`src/rtl/xlat_prot_tbl.sv`:
```
module xlat_prot_tbl #(
  parameter int N_ENT = 16,
  parameter int RID_W = 16,
  parameter int VPN_W = 20,
  parameter int PPN_W = 24,
  localparam int IDX_W = $clog2(N_ENT)
) (
  input  logic             clk_i,
  input  logic             rst_ni,
  input  logic             we_i,
  input  logic [IDX_W-1:0] wr_idx_i,
  input  logic             wr_valid_i,
  input  logic [RID_W-1:0] wr_rid_i,
  input  logic [VPN_W-1:0] wr_vpn_i,
  input  logic [PPN_W-1:0] wr_ppn_i,
  input  logic             wr_rd_i,
  input  logic             wr_wr_i,
  input  logic [RID_W-1:0] lk_rid_i,
  input  logic [VPN_W-1:0] lk_vpn_i,
  output logic             hit_o,
  output logic [PPN_W-1:0] hit_ppn_o,
  output logic             hit_rd_o,
  output logic             hit_wr_o
);
  logic [N_ENT-1:0] vld_q, prd_q, pwr_q, match;
  logic [RID_W-1:0] rid_q [N_ENT];
  logic [VPN_W-1:0] vpn_q [N_ENT];
  logic [PPN_W-1:0] ppn_q [N_ENT];
  logic [IDX_W-1:0] sel;

  for (genvar e = 0; e < N_ENT; e++) begin : g_ent
    always_ff @(posedge clk_i or negedge rst_ni) begin
      if (!rst_ni) begin
        vld_q[e] <= 1'b0;
        prd_q[e] <= 1'b0;
        pwr_q[e] <= 1'b0;
        rid_q[e] <= '0;
        vpn_q[e] <= '0;
        ppn_q[e] <= '0;
      end else if (we_i && wr_idx_i == IDX_W'(e)) begin
        vld_q[e] <= wr_valid_i;
        prd_q[e] <= wr_rd_i;
        pwr_q[e] <= wr_wr_i;
        rid_q[e] <= wr_rid_i;
        vpn_q[e] <= wr_vpn_i;
        ppn_q[e] <= wr_ppn_i;
      end
    end
    assign match[e] = vld_q[e] && (rid_q[e] == lk_rid_i) && (vpn_q[e] == lk_vpn_i);
  end

  // lowest matching index wins
  always_comb begin
    hit_o = 1'b0;
    sel   = '0;
    for (int e = N_ENT - 1; e >= 0; e--) begin
      if (match[e]) begin
        hit_o = 1'b1;
        sel   = IDX_W'(e);
      end
    end
  end

  assign hit_ppn_o = ppn_q[sel];
  assign hit_rd_o  = prd_q[sel];
  assign hit_wr_o  = pwr_q[sel];
endmodule

```
`config.mk`:
```
export PLATFORM = sky130hd
export DESIGN_NAME = xlat_prot_tbl
export DESIGN_NICKNAME = d
export VERILOG_FILES = /design/src/rtl/xlat_prot_tbl.sv
export SDC_FILE = /design/constraint.sdc
export NUM_CORES = 2
export LEC_CHECK = 0
export BUFFER_PORTS_ARGS = -buffer_cell sky130_fd_sc_hd__buf_4
export CORE_MARGIN = 4
export CORE_UTILIZATION = 35
export CTS_BUF_LIST = sky130_fd_sc_hd__clkbuf_4 sky130_fd_sc_hd__clkbuf_8
export DETAILED_ROUTE_END_ITERATION = 16
export GPL_ROUTABILITY_DRIVEN = 0
export PLACE_DENSITY_LB_ADDON = 0.25
export SYNTH_ARGS = -nofsm -noshare
export SYNTH_HDL_FRONTEND = slang
export SYNTH_SLANG_ARGS = --single-unit
export TNS_END_PERCENT = 100
```
`constraint.sdc`:
```
create_clock -name clk_i -period 11.9 [get_ports clk_i]
set_input_delay 1.19 -clock clk_i [delete_from_list [all_inputs] [get_ports clk_i]]
set_output_delay 1.19 -clock clk_i [all_outputs]
set_load 0.005 [all_outputs]
```
# Word level (Yosys, flattened, before mapping)
# Index checks and enable logic that the tools add are counted.
[op_classes]
magnitude_cmp = 2
eq_ne = 47
n_mux = 39
bitwise = 1
n_reduce_logical = 49
[op_table]
columns = ["operator", "count"]
rows = [
  ["20-bit == test", 16],
  ["16-bit == test", 16],
  ["24-bit binary-select mux with 4-bit select", 1],
  ["4-bit two-way mux", 16],
  ["1-bit logical AND", 48],
  ["24-bit two-way mux", 2],
  ["4-bit == test, second input constant", 8],
  ["1-bit two-way mux", 18],
  ["4-bit by 3-bit == test with 1-bit output, second input constant", 4],
  ["1-bit binary-select mux with 4-bit select", 2],
  ["4-bit by 2-bit == test with 1-bit output, second input constant", 2],
  ["5-bit >= comparator, second input constant", 1],
  ["4-bit by 5-bit < comparator with 1-bit output, second input constant", 1],
  ["4-bit NOT with 5-bit output", 1],
  ["4-bit by 1-bit == test with 1-bit output, second input constant", 1],
  ["4-bit zero test", 1],
]
[word_totals]
reg_bits = 1008
output_inout_bits = 27
elab_cells = 234

# Depth between registers and ports, before layout
[logic_depth]
word_depth = 23
depth_mapped = 17
depth_no_buf = 13

# Worst setup path after synthesis
# No wires, ideal clock.
[synth_path]
kind = "input-to-output"
startpoint = "input port lk_vpn_i[12]"
endpoint = "output port hit_ppn_o[5]"
t_arrival_ns = 4.328
setup_slack_ns = 6.382
cell_stages = 14
n_path_buf = 3
cell_sequence = "buf_4 -> xor2_1 -> or4_1 -> or4_1 -> nor4_2 -> or2_1 -> a21oi_1 -> o21ai_2 -> buf_6 -> buf_12 -> mux2_2 -> o22ai_1 -> a221oi_2 -> mux2_2"
[synth_between]
elab_chain_len = 22
[synth_rtl]
columns = ["item", "line_no", "rtl"]
rows = [
  ["start, declared", "19", "input logic [VPN_W-1:0] lk_vpn_i,"],
  ["20-bit == test", "49", "assign match[e] = vld_q[e] && (rid_q[e] == lk_rid_i) && (vpn_q[e] == lk_vpn_i);"],
  ["1-bit logical AND", "49", ""],
  ["4-bit two-way mux (15 in a row)", "57", "if (match[e]) begin"],
  ["4-bit two-way mux (*)", "57", ""],
  ["4-bit NOT with 5-bit output (implied by the code) (*)", "64", "assign hit_ppn_o = ppn_q[sel];"],
  ["24-bit binary-select mux with 4-bit select (*)", "64", ""],
  ["24-bit two-way mux (implied by the code) (*) (2 in a row)", "64", ""],
  ["end, declared", "21", "output logic [PPN_W-1:0] hit_ppn_o,"],
]
# Mark *: on every way between the ends. The rest lies on a longest branch, timed or not. The select of a mux whose other input is x is not followed.

# Worst setup path in the final report
[layout_path]
startpoint = "input port lk_vpn_i[5]"
endpoint = "output port hit_ppn_o[15]"
# Same word-level chain as after synthesis.

==> results.py <==
metrics = {
    "grt": {
        "met1_usage_pct": 32.6,
        "track_usage_pct": 23.1,
        "use_met3_pct": 4.42,
        "grt_pass1_vias": 33700,
        "grt_overflow": 0,
        "antenna_found_initial": 27,
        "gr-max-usage-layer": "met2",
        "grt_use_met2_pct": 35.7,
        "grt_pass1_wl_microns": 247000,
        "grt_max_degree": 189,
    },
    "power_and_ir_drop": {
        "internal-power_mw": 7.26,
        "powerDensity_nw_per_um2": 184,
        "ir_worst_vdd_mv": 0.0737,
        "switching_power_mw": 3.14,
        "switching_share_pct": 30.2,
        "p_seq_share_pct": 45.7,
        "finalPower_mw": 10.4,
        "p_leak_nw": 24.0,
        "combPwrFrac_pct": 21.2,
        "p_clk_share_pct": 33.0,
    },
    "cts": {
        "post-cts-setup-buffers": 0,
        "cts-buffers-inserted": 176,
        "clk_path_buf_depth": 3,
        "ctsHoldBuffers": 0,
        "cts-resized-gates": 0,
        "cts-root-buf": "clkbuf_8",
        "htree_levels": 4,
        "clock_latency_ns": 0.86,
        "clkSinkCount": 1008,
        "cts_tree": "done",
        "clk_pin_slew_ns": 0.06,
    },
    "flow_run": {
        "maxCapViolCount": 0,
    },
    "sta": {
        "period_needed_ns": 7.59,
        "finalHoldViolations": 0,
        "finalMaxSlewViolations": 0,
        "relSlewSlack_pct": 24.6,
        "min_period_over_period_pct": 63.8,
        "skew_ns": 0,
        "tightestPinTransition_ns": 1.13,
        "finalSetupViolCount": 0,
        "max_freq_mhz": 132,
        "setup_ws_ns": 4.31,
        "tns_ns": 0,
        "rsz0062_at_grt": "no",
    },
    "finish": {
        "layout.cells.non_filler": 5970,
        "drive_above_1_share_pct": 40.0,
        "syn_to_final_growth_pct": 12.8,
        "multi_input_area_sq_um": 23600,
        "nNetsFinal": 4039,
        "seqCellArea_sq_um": 25200,
        "post-route-util_pct": 39.8,
        "nFillCells": 13400,
    },
    "placed_design": {
        "dp.cells": 5645,
        "port_buffers": 132,
        "place_ws_ns": 4.38,
        "place_hpwl_microns": 102000,
    },
    "route": {
        "first_pass_iters": 7,
        "drc": 0,
        "totalWireLength_microns": 173000,
        "num_vias": 33300,
        "vias_per_cell": 5.59,
        "wl_per_cell_microns": 29.0,
        "drt_iter0_drc": 3067,
        "ant_nets": 0,
    },
    "setup_path": {
        "crit_fanout": 44,
        "critPathArrivalTime_ns": 6.40,
        "startpoint_type": "primary input",
        "crit_type": "in2out",
        "worstPathRequired_ns": 10.71,
        "setup.worst_path.end_class": "primary output",
    },
    "logic_synthesis": {
        "syn_area_sq_um": 50000,
        "synth_nets": 3972,
        "synth_edf_count": 0,
        "ys_seq_area_share_pct": 50.4,
        "ys_seq_elements": 1008,
        "postSynth.asyncResetShare_pct": 100,
        "ys.flop_type": "dfrtp_1",
        "ys_types": 65,
        "syn_inst": 3866,
        "ys_warn_count": 0,
        "syn_area_per_cell_sq_um": 12.9,
    },
    "floorplanning": {
        "die_h_microns": 386,
        "core_sq_um": 142000,
        "boundaryPins": 133,
        "initial_core_util_pct": 35.3,
        "design.die.area_sq_um": 149000,
        "fp.dieW_microns": 386,
        "fp-row-count": 138,
    },
    "worst_hold_path": {
        "hold_path.class": "in2async",
    },
    "run_status": {
        "status": "complete, no violations",
    },
}
==> worst paths after layout <==
kind | start | end | slack [ns] | cells after the start
max | lk_vpn_i[5] | hit_ppn_o[15] | 4.31 | 15
min | rst_ni | rid_q[151]$_DFFE_PN0P_ | 0.31 | 1
max reg2reg | rid_q[58]$_DFFE_PN0P_ | rid_q[58]$_DFFE_PN0P_ | 11.04 | 1
min reg2reg | ppn_q[311]$_DFFE_PN0P_ | ppn_q[311]$_DFFE_PN0P_ | 0.50 | 1
max in group asynchronous | rst_ni | ppn_q[25]$_DFFE_PN0P_ | 9.17 | 3
min in group clk_i | ppn_q[311]$_DFFE_PN0P_ | ppn_q[311]$_DFFE_PN0P_ | 0.50 | 1
==> cell families (layout without fill, tap and decap cells) <==
logic type                Yosys count  in the layout  share of synthesized area [%]
muxes                            1237           1237                           27.5
DFF                              1008           1008                           50.4
and+or+nand+nor                   593            593                           6.90
xor gates and xnor gates          552            552                           9.67
buffers and inverters             309            509                           2.81
AOI/OAI and AO/OA                 167            167                           2.68
other                               0             14                              0
==> cells in the mapped netlist (30+ instances only) <==
master | n | share of area [%]
nor2_1 | 31 | 0.23
mux2_2 | 1087 | 24
dfrtp_1 | 1008 | 50
nand2b_1 | 44 | 0.55
nor4_1 | 129 | 1.6
clkbuf_1 | 174 | 1.3
xor2_1 | 274 | 4.8
nand3_1 | 39 | 0.39
mux2i_1 | 130 | 2.6
nand2_1 | 107 | 0.80
buf_2 | 70 | 0.70
a221oi_1 | 30 | 0.53
nand4_1 | 118 | 1.5
xnor2_1 | 278 | 4.9
==> placed cells by master (no fill, tap or decap), drive strengths merged, types with 3 or more instances in the layout <==
master	netlist	final
nand2b	44	44
mux2	1107	1107
o22ai	28	28
clkinvlp	0	6
or4	14	14
diode	0	14
and2	4	4
nand4	118	118
clkbuf	175	276
or4b	3	3
nor2b	9	9
a2111oi	4	4
nor4b	18	18
nor3	29	29
nor4bb	5	5
nor4	130	130
buf	106	170
nand3b	5	5
and4	4	4
bufinv	0	3
mux2i	130	130
xor2	274	274
inv	28	36
and3	6	6
xnor2	278	278
clkinv	0	18
nand3	39	39
a21oi	5	5
a221oi	52	52
nand2	107	107
or3	5	5
nor2	31	31
or3b	4	4
a31oi	4	4
o2111ai	13	13
nand4b	12	12
dfrtp	1008	1008
o21ai	46	46
==> power groups by stage <==
| stage | registers, mW | logic (mW) | clock network (mW) |
|---|---|---|---|
| after CTS | 4.75 | 2.20 | 3.52 |
| final | 4.76 | 2.21 | 3.44 |
| after floorplan | 4.64 | 1.59 | 0 |
| after detailed placement | 4.80 | 2.19 | 0 |
| after global placement | 4.79 | 2.16 | 0 |
| after global routing | 4.84 | 2.39 | 3.66 |
==> state kept, by name, indices dropped and copies added (netlist names) <==
register  count
ppn_q       384
vpn_q       320
rid_q       256
prd_q        16
pwr_q        16
vld_q        16
==> critical path: stages <==
cell,delay (ns)
buf_4,0.44
xnor2_1,0.18
nand2_1,0.09
or3b_1,0.37
or4_1,0.54
nor4_2,0.47
or2_1,0.19
a21oi_1,0.07
o21ai_4,0.82
buf_4,0.72
mux2_2,0.41
o22ai_1,0.18
a221oi_2,0.06
mux2_2,0.34
buf_4,0.15
==> metal layers <==
metal / share of wire [%] / wire length [microns]
met1: 45 / 78800
met2: 45 / 78700
met4: 2.7 / 4730
met3: 6.4 / 11000
met5: 0.037 / 64
==> metrics by stage <==
stage	hold slack, ns	instance area (sq um)
floorplan	0.473	50000
global placement	0.482	52600
detailed placement	0.489	52600
CTS	0.249	56400
global route	0.330	56400
finish	0.306	56400
==> cell type report <==
type	count	area share, %
clock buffers	276	6.10
inverters	28	0.186
well taps	1890	4.19
diodes	14	0.0621
multi-input cells	2549	41.8
clock inverters	35	0.599
repair buffers	170	2.39
flip-flops and latches	1008	44.7
(Power assumes the default switching activity.)
